$ cat src/rtl/burst_pkg.sv
package burst_pkg;

    typedef enum logic [1:0] {
        CMD_HOLD = 2'd0,
        CMD_LOAD = 2'd1,
        CMD_STEP = 2'd2
    } burst_cmd_e;

endpackage

$ cat src/rtl/burst_cmd_decode.sv
module burst_cmd_decode
    import burst_pkg::*;
(
    input  logic       strobe_cpu_n,
    input  logic       strobe_ctl_n,
    input  logic       advance_n,
    output burst_cmd_e cmd
);

    // Either start strobe outranks the advance request.
    always_comb begin
        if (!strobe_cpu_n || !strobe_ctl_n) begin
            cmd = CMD_LOAD;
        end else if (!advance_n) begin
            cmd = CMD_STEP;
        end else begin
            cmd = CMD_HOLD;
        end
    end

endmodule

$ cat src/rtl/burst_order_map.sv
module burst_order_map #(
    parameter int BEAT_W = 2
) (
    input  logic [BEAT_W-1:0] start,
    input  logic [BEAT_W-1:0] beat,
    input  logic              interleave,
    output logic [BEAT_W-1:0] low
);

    logic [BEAT_W-1:0] lin_low;
    logic [BEAT_W-1:0] ilv_low;

    // Linear: modular sum wraps inside the aligned group.
    assign lin_low = start + beat;

    // Interleaved: each bit lane flips independently.
    for (genvar i = 0; i < BEAT_W; i++) begin : g_lane
        assign ilv_low[i] = start[i] ^ beat[i];
    end

    assign low = interleave ? ilv_low : lin_low;

endmodule

$ cat src/rtl/burst_addr_gen.sv
module burst_addr_gen
    import burst_pkg::*;
#(
    parameter int ADDR_W = 20,
    parameter int BEAT_W = 2
) (
    input  logic              clk,
    input  logic              rst_n,
    input  logic [ADDR_W-1:0] addr_in,
    input  logic              strobe_cpu_n,
    input  logic              strobe_ctl_n,
    input  logic              advance_n,
    input  logic              order_sel,
    output logic [ADDR_W-1:0] addr_out,
    output logic [BEAT_W-1:0] beat
);

    localparam logic [BEAT_W-1:0] BEAT_ONE = BEAT_W'(1);

    typedef struct packed {
        logic [ADDR_W-1:0] base;
        logic [BEAT_W-1:0] beat;
    } state_t;

    state_t            st_d;
    state_t            st_q;
    burst_cmd_e        cmd;
    logic [BEAT_W-1:0] low_bits;

    burst_cmd_decode u_dec (
        .strobe_cpu_n (strobe_cpu_n),
        .strobe_ctl_n (strobe_ctl_n),
        .advance_n    (advance_n),
        .cmd          (cmd)
    );

    always_comb begin
        st_d = st_q;
        unique case (cmd)
            CMD_LOAD: begin
                st_d.base = addr_in;
                st_d.beat = '0;
            end
            CMD_STEP: begin
                st_d.beat = st_q.beat + BEAT_ONE;
            end
            default: begin
            end
        endcase
    end

    always_ff @(posedge clk or negedge rst_n) begin
        if (!rst_n) begin
            st_q <= '0;
        end else begin
            st_q <= st_d;
        end
    end

    burst_order_map #(.BEAT_W(BEAT_W)) u_map (
        .start      (st_q.base[BEAT_W-1:0]),
        .beat       (st_q.beat),
        .interleave (order_sel),
        .low        (low_bits)
    );

    assign addr_out = {st_q.base[ADDR_W-1:BEAT_W], low_bits};
    assign beat     = st_q.beat;

endmodule

$ cat config.mk
export PLATFORM = sky130hd
export DESIGN_NAME = burst_addr_gen
export DESIGN_NICKNAME = d
export VERILOG_FILES = /design/src/rtl/burst_pkg.sv /design/src/rtl/burst_cmd_decode.sv /design/src/rtl/burst_order_map.sv /design/src/rtl/burst_addr_gen.sv
export SDC_FILE = /design/constraint.sdc
export NUM_CORES = 1
export LEC_CHECK = 0
export BUFFER_PORTS_ARGS = -buffer_cell sky130_fd_sc_hd__buf_2
export CAP_MARGIN = 10
export CORE_MARGIN = 2
export CORE_UTILIZATION = 53
export CTS_BUF_LIST = sky130_fd_sc_hd__clkbuf_4 sky130_fd_sc_hd__clkbuf_8
export DETAILED_ROUTE_END_ITERATION = 12
export GPL_TIMING_DRIVEN = 0
export PLACE_DENSITY = 0.84
export SETUP_SLACK_MARGIN = 0.2
export SLEW_MARGIN = 20
export SYNTH_ARGS = -nofsm -noshare
export SYNTH_HDL_FRONTEND = slang
export SYNTH_HIERARCHICAL = 1
export SYNTH_SLANG_ARGS = --single-unit
export TNS_END_PERCENT = 5
$ cat constraint.sdc
create_clock -name clk -period 2.95 [get_ports clk]
set_clock_uncertainty 0.1 [all_clocks]
set_input_delay 0.295 -clock clk [delete_from_list [all_inputs] [get_ports clk]]
set_output_delay 0.295 -clock clk [all_outputs]
set_load 0.005 [all_outputs]
Yosys cells after proc, flatten, opt, wreduce, memory -nomap -nowiden. Cells that the tools add are included.

Logic and storage cells: 16. Output and inout bits: 22. Register bits: 22.

Bitwise logic cells: 2. Add/subtract/negate cells: 2. Reduce and logical (&&, ||, !) cells: 4. Multiplexer cells: 4. Equal/unequal tests: 2.

Operators with widths (number): 2-to-1 mux 2 bit (3); one-hot mux 2 bit (2 select lines) (1); adder 2 x 1 -> 2 bit, second input constant (1); adder 2 bit (1); equality test 2 x 1 -> 1 bit, second input constant (1); equality test 2 bit, second input constant (1); zero test 1 bit (2); nonzero test 2 bit (1); bitwise XOR 1 bit (2); logical OR 1 bit (1).

Longest topological paths before layout. Gate-level depths: netlist of run 1.

Depth after elaboration: 5. Depth in mapped cells: 5.

Modules after synthesis. The synthesis of run 1 kept the hierarchy.

Modules (own cells, without submodules): burst_addr_gen (times used 1, seq. area each 550.5 µm², cells each 75, area an instance 1097.3 µm²); burst_order_map (times used 1, seq. area each 0.0 µm², cells each 4, area an instance 36.3 µm²); burst_cmd_decode (times used 1, seq. area each 0.0 µm², cells each 2, area an instance 12.5 µm²).

Worst setup path before layout of run 1. No wires, ideal clock.

Path type: input to register. Start point: input port advance_n. End point: register st_q, in the netlist addr_out[10]. Path buffers: 1. Stages: 5. Arrival time: 1.184 ns. Setup time: 0.125 ns. Slack: 1.541 ns. Path through: and3b_1 -> inv_1 -> ha_1 -> buf_6 -> mux2_4.

Longest elaborated chain between the ends: 3.

RTL lines: start: declaration (line burst_addr_gen.sv:12) `input logic advance_n,`; 2-to-1 mux 2 bit (line burst_cmd_decode.sv:14) `end else if (!advance_n) begin`; 2-to-1 mux 2 bit (line burst_cmd_decode.sv:12) `if (!strobe_cpu_n || !strobe_ctl_n) begin`; equality test 2 x 1 -> 1 bit (line burst_addr_gen.sv:39) `unique case (cmd)`; end signal: assignment (line burst_addr_gen.sv:56) `st_q <= st_d;`; end: declaration (line burst_addr_gen.sv:26) `state_t st_q;`.

Every way passes these cells. A chain may end at the register's enable or synchronous reset.

Worst setup path in the final report of run 1.
Start point: register st_q, in the netlist beat[0]. End point: output port addr_out[1].

Longest elaborated chain between the ends: 2.

RTL lines: adder 2 bit (line burst_order_map.sv:14) `assign lin_low = start + beat;`; 2-to-1 mux 2 bit (line burst_order_map.sv:21) `assign low = interleave ? ilv_low : lin_low;`; end: declaration (line burst_addr_gen.sv:14) `output logic [ADDR_W-1:0] addr_out,`.

Every way passes these cells.

==> flow_summary.toml, run 1 <==
[floorplanning]
initial_core_util = 0.572
die_area_sq_um = 2550
core.rowCount = 16
ios = 48
dieWidth_um = 50.5
core_area_sq_um = 2000
fp.dieH_um = 50.5

[place]
pre_cts_slack_ns = 1.38
place.gp.congestion = 0.729
place_area_sq_um = 1420
dp_hpwl_um = 1480
io_buffers = 47
post-place-cells = 155

[grt]
gr-total-overflow = 0
antenna_found_initial = 0
met3_usage = 0.0357
met1_usage = 0.206
top_usage_layer = "met2"
grt.total_usage = 0.171
grt_pass1_vias = 716
grt_pass1_wl_um = 3190
grt_util_met2 = 0.289
grt_max_degree = 23

[worst_setup_path]
endpoint_kind = "output port"
critPathKind = "register to output port"
worstSetupStartpointType = "register"
worstReg2RegEnd = "beat[1]"
cp_data_arrival_time_ns = 1.32
cp.required_ns = 2.56
r2r_start = "beat[0]"
crit_fanout = 5
r2r_cells = 2
startpoint = "beat[0]"
crit_path_end = "addr_out[1]"
rrSetupSlack_ns = 2.00

[clock_tree]
clockRootBuffer = "clkbuf_4"
clkLatencyLatePin_ns = 0.30
ctsHtreeMaxLevel = 1
cts_buffers = 3
clock_path_buffers = 2
path_clk_slew_ns = 0.12
cts_tree = "yes"
clock-sinks = 22
postCtsSetupBuffers = 0

[routing]
drt_iter0_drc = 2
routed_wl_um = 1930
vias = 724
postRouteAntennaNets = 0
viasPerCell = 4.53
drtPass1Iterations = 2
drc = 0
wl_per_cell_um = 12.1

[run]
maxCapViolCount = 0

[sta]
hold_violations = 0
finalSetupTns_ns = 0
fin_ws_ns = 1.24
rsz0062_at_grt = "false"
worst_slew_pin_slew_ns = 0.482
finalCriticalPeriod_ns = 1.71
setup_violations = 0
drv_slew = 0
min_period_over_period = 0.580
slew_headroom = 0.678
fmax_mhz = 584

[final_layout]
mostFrequentLayoutCell = "buf_2"
fin_area_sq_um = 1480
drive_gt1_frac = 0.699
n_antenna_cell = 0
final_cell_mix = "buf_2 (47), dfrtp_1 (22), mux2_4 (20), buf_4 (20)"
syn_to_final_growth_pct = 28.9
nets = 163
final_cells = 160

[logic_synthesis]
synthSimpleGateAreaFrac = 0.0382
yosys_warnings = 6
synth_seq_cells = 22
yosysSeqAreaShare = 0.480
yosys.area_share.adder = 0.0328
synth_compound_area_frac = 0.0109
synth-xor-area-share = 0.0153
synth_fp_nets = 110
syn_inst = 81
syn_area_sq_um = 1150
synth_cell_type_count = 14
muxShareOfSynthArea = 0.262
avgSynthCellArea_sq_um = 14.1
synth_top_family_by_area = "multiplexers"

[power_and_ir_drop]
p_total_mw = 0.742
switchingPower_mw = 0.159
p_seq_frac = 0.469
p_sw_frac = 0.214
p_comb_frac = 0.228
vdd_drop_max_uv = 407
power_density_nw_per_um2 = 502
p_leak_nw = 0.820
clockPowerShare = 0.304
p_int_mw = 0.583

[min_path]
holdCritStartpoint = "addr_in[12]"
min_path_type = "input port to register"
whs_path_depth = 2

[outcome]
status = "completed"
## power groups by stage
stage                     Combinational, mW  Clock (mW)  Sequential (mW)
after floorplan                       0.112           0            0.348
after global placement                0.165           0            0.351
after detailed placement              0.169           0            0.354
after CTS                             0.172       0.233            0.348
after global routing                  0.183       0.243            0.352
final                                 0.169       0.225            0.348
## how the worst min path moves through the flow
| stage | end |
|---|---|
| final | addr_out[12] |
| after floorplan | addr_out[10] |
| after global routing | addr_out[11] |
| after detailed placement | addr_out[2] |
| after CTS | addr_out[11] |
| after global placement | addr_out[17] |
## flip-flops by register name, indices dropped and copies added, names as in the netlist
name      count
addr_out     18
beat          2
st_q          2
## Yosys cell counts (all sizes together)
cell | instances | area [sq um]
buf | 22 | 173
dfrtp | 22 | 551
mux2 | 20 | 300
ha | 3 | 37.5
inv | 3 | 11.3
nand2 | 3 | 11.3
xnor2 | 2 | 17.5
and3b | 1 | 8.76
nand2b | 1 | 6.26
nand4bb | 1 | 11.3
nor2b | 1 | 6.26
o211ai | 1 | 7.51
o21ai | 1 | 5.00
## cell type report
cell class / count / area, sq um
inverters: 3 / 11.3
flip-flops and latches: 22 / 551
multi-input cells: 34 / 412
plain buffers: 22 / 173
repair buffers: 48 / 245
clock inverters: 1 / 30.0
well taps: 27 / 33.8
fillers: 156 / 524
clock buffers: 3 / 22.5
## per-stage QoR
step	util	hold slack, ns
after global placement	0.707	0.177
after CTS	0.738	0.0966
after floorplan	-	-0.101
after global routing	0.738	0.0887
after detailed placement	0.707	0.178
final	0.738	0.111
## critical path: stages (launching register included)
cell,delay [ns]
dfrtp_1,0.44
ha_1,0.21
nor2b_1,0.13
xnor2_1,0.12
buf_2,0.13
## routing by layer
metal	vias to the layer above	routed length [um]
li1	356	-
met3	2	123
met2	25	988
met4	0	13
met1	341	802
met5	-	0
## what timing repair did
| item | 4_1_cts | 5_1_grt |
|---|---|---|
| hold buffers | 1 | 0 |
| endpoints found under the hold margin | 22 | 0 |
| gates resized for setup | 0 | 0 |
## cell families after synthesis
| family | count (synthesis) |
|---|---|
| compound gates | 2 |
| mux | 20 |
| xor+xnor | 2 |
| flops | 22 |
| buf+inv | 25 |
| fa+ha+maj | 3 |
| simple gates | 7 |
Note: power is estimated with default switching activity, not from simulation.
==> run 2, diff against run 1 <==
--- a/config.mk
+++ b/config.mk
@@ -8,11 +8,11 @@
 export BUFFER_PORTS_ARGS = -buffer_cell sky130_fd_sc_hd__buf_2
 export CAP_MARGIN = 10
 export CORE_MARGIN = 2
-export CORE_UTILIZATION = 53
+export CORE_UTILIZATION = 44
 export CTS_BUF_LIST = sky130_fd_sc_hd__clkbuf_4 sky130_fd_sc_hd__clkbuf_8
 export DETAILED_ROUTE_END_ITERATION = 12
 export GPL_TIMING_DRIVEN = 0
-export PLACE_DENSITY = 0.84
+export PLACE_DENSITY = 0.74
 export SETUP_SLACK_MARGIN = 0.2
 export SLEW_MARGIN = 20
 export SYNTH_ARGS = -nofsm -noshare
==> constraint.sdc (replaced) <==
create_clock -name clk -period 1.5 [get_ports clk]
set_clock_uncertainty 0.1 [all_clocks]
set_input_delay 0.15 -clock clk [delete_from_list [all_inputs] [get_ports clk]]
set_output_delay 0.15 -clock clk [all_outputs]
set_load 0.005 [all_outputs]
==> run 2 against run 1 <==
  * The run now ends with setup timing left
  * First-iteration DRC count is 50% higher
  * Sequential share of layout area is 4.9 points lower
  * Clock power is 38% higher
  * Clock-buffer cell count grew 1
  * Cell area increased by 15%
  * Total power up 86%
  * Critical path type unchanged
  * Critical endpoint unchanged
  * Largest power group unchanged
  * Highest routed layer unchanged
==> flow_summary.toml, run 2 (synthesis gave the netlist of run 1 again) <==
[power_and_ir_drop]
power_density_nw_per_um2 = 812
p_leak_nw = 0.904
vdd_drop_max_uv = 512

[clock_tree]
clock-sinks = 22
clkLatencyLatePin_ns = 0.29
cts_tree = "yes"
clockRootBuffer = "clkbuf_4"
path_clk_slew_ns = 0.12
clock_path_buffers = 2
cts_buffers = 3
ctsHtreeMaxLevel = 1

[place]
pre_cts_slack_ns = 0.0694
io_buffers = 47
dp_hpwl_um = 1490
place.gp.congestion = 0.653

[routing]
wl_met2_um = 1190
met3_length_um = 129
maxUsedRoutingLayer = "met4"
drc = 0
routed_wl_um = 2260
vias = 819
postRouteAntennaNets = 0
drt_iter0_drc = 3
viasPerCell = 4.45
drtPass1Iterations = 2
wl_per_cell_um = 12.3
drt-met1-wl_um = 895

[floorplanning]
fp.dieH_um = 55.0
die_area_sq_um = 3030
core_area_sq_um = 2480
initial_core_util = 0.463
dieWidth_um = 55.0
core.rowCount = 18
ios = 48

[min_path]
min_path_type = "input port to async pin"

[final_layout]
drive_gt1_frac = 0.623
fill_cells = 189
largest_reg_flops = 18
nets = 184
multiInputGateArea_sq_um = 432
n_antenna_cell = 0
final_cell_mix = "buf_2 (46), dfrtp_1 (22), buf_4 (21), dlygate4sd3_1 (21), mux2_4 (20)"
final-seq-area_sq_um = 551
mostFrequentLayoutCell = "buf_2"
syn_to_final_growth_pct = 48.3

[grt]
grt_pass1_wl_um = 3450
gr-total-overflow = 0
grt_max_degree = 23
grt_pass1_vias = 850
antenna_found_initial = 0
grt.total_usage = 0.166

[worst_setup_path]
cp_data_arrival_time_ns = 1.25
critPathKind = "register to output port"
worstSetupStartpointType = "register"
crit_buf_inv = 1
slowest_stage = "dfrtp_1"
slowest_delay_ns = 0.43
crit_fanout = 2
crit_family = "flip-flops"
crit_chain = "ha_4 -> nor2b_4 -> xnor2_1 -> buf_2"
endpoint_kind = "output port"
cp.required_ns = 1.25

[sta]
slew_headroom = 0.697
min_period_over_period = 1.00
finalCriticalPeriod_ns = 1.50
rsz0062_at_grt = "true"
fmax_mhz = 665
worst_slew_pin_slew_ns = 0.455
hold_violations = 0
fin_ws_ns = -0.00342
whs_ns = 0.223
drv_slew = 0
setup_violations = 1

[run]
maxCapViolCount = 0

[outcome]
violations = "setup timing"
status = "finished, violations left"
-- run 2: changes by cell type in the layout (fill, tap and decap cells not counted), sizes merged --
cell         change
buf              +1
clkbuf           +1
bufinv           -1
dlygate4sd3     +20
-- run 2: power breakdown --
| group | total, mW | internal [mW] | switching, mW |
|---|---|---|---|
| sequential | 0.686 | 0.650 | 0.0356 |
| combinational | 0.383 | 0.268 | 0.115 |
| clock | 0.311 | 0.148 | 0.164 |
-- run 2: stage by stage --
stage                     std cells  setup TNS (ns)  area [sq um]  power [mW]   util
after floorplan                  81               0          1150       0.905      -
after global placement          158               0          1420        1.02  0.573
after detailed placement        158               0          1420        1.03  0.573
after CTS                       184         -0.0298          1680        1.38  0.679
after global routing            184         -0.0785          1700        1.47  0.686
final                           184        -0.00342          1700        1.38  0.686
-- run 2: path summary, 6_finish.rpt --
check | startpoint | end | slack (ns) | depth (start not counted)
min in group clk | strobe_ctl_n | beat[0] | 0.28 | 5
worst min register to register | addr_out[8] | addr_out[8] | 0.43 | 1
max in group asynchronous | rst_n | addr_out[13] | 0.77 | 2
worst max register to register | beat[0] | beat[1] | 0.38 | 3
worst max-delay path | st_q[2] | addr_out[1] | -0.003 | 4
worst min-delay path | rst_n | addr_out[16] | 0.22 | 2
-- run 2: timing repair --
| item | in CTS | in global routing |
|---|---|---|
| setup buffers | 1 | 0 |
| hold buffers | 21 | 0 |
| endpoints found under the setup margin | 2 | 4 |
| resized for setup | 3 | 2 |
| pin swaps | 2 | 1 |
| hold endpoints to repair | 42 | 0 |
-- run 2: cell type report --
type                       instances  share of cell area
buffer                            22               0.102
timing repair buffer              69               0.270
tap                               30              0.0221
sequential                        22               0.324
multi-input combinational         34               0.254
clock buffer                       4              0.0214
inverter                           3             0.00663
-- run 2: metal layers --
layer / vias to the layer above / global-route usage
met3: 6 / 0.0403
met1: 385 / 0.184
met5: - / 0
met4: 0 / 0.0772
met2: 33 / 0.296
li1: 395 / -
-- run 2: worst register-to-register path: cells and delay by family (launching register included) --
family / cells / cell delay, ns
buffers and inverters: 1 / 0.16
flip-flops: 1 / 0.43
AND/OR/NAND/NOR: 1 / 0.16
AO/OA/AOI/OAI: 1 / 0.18
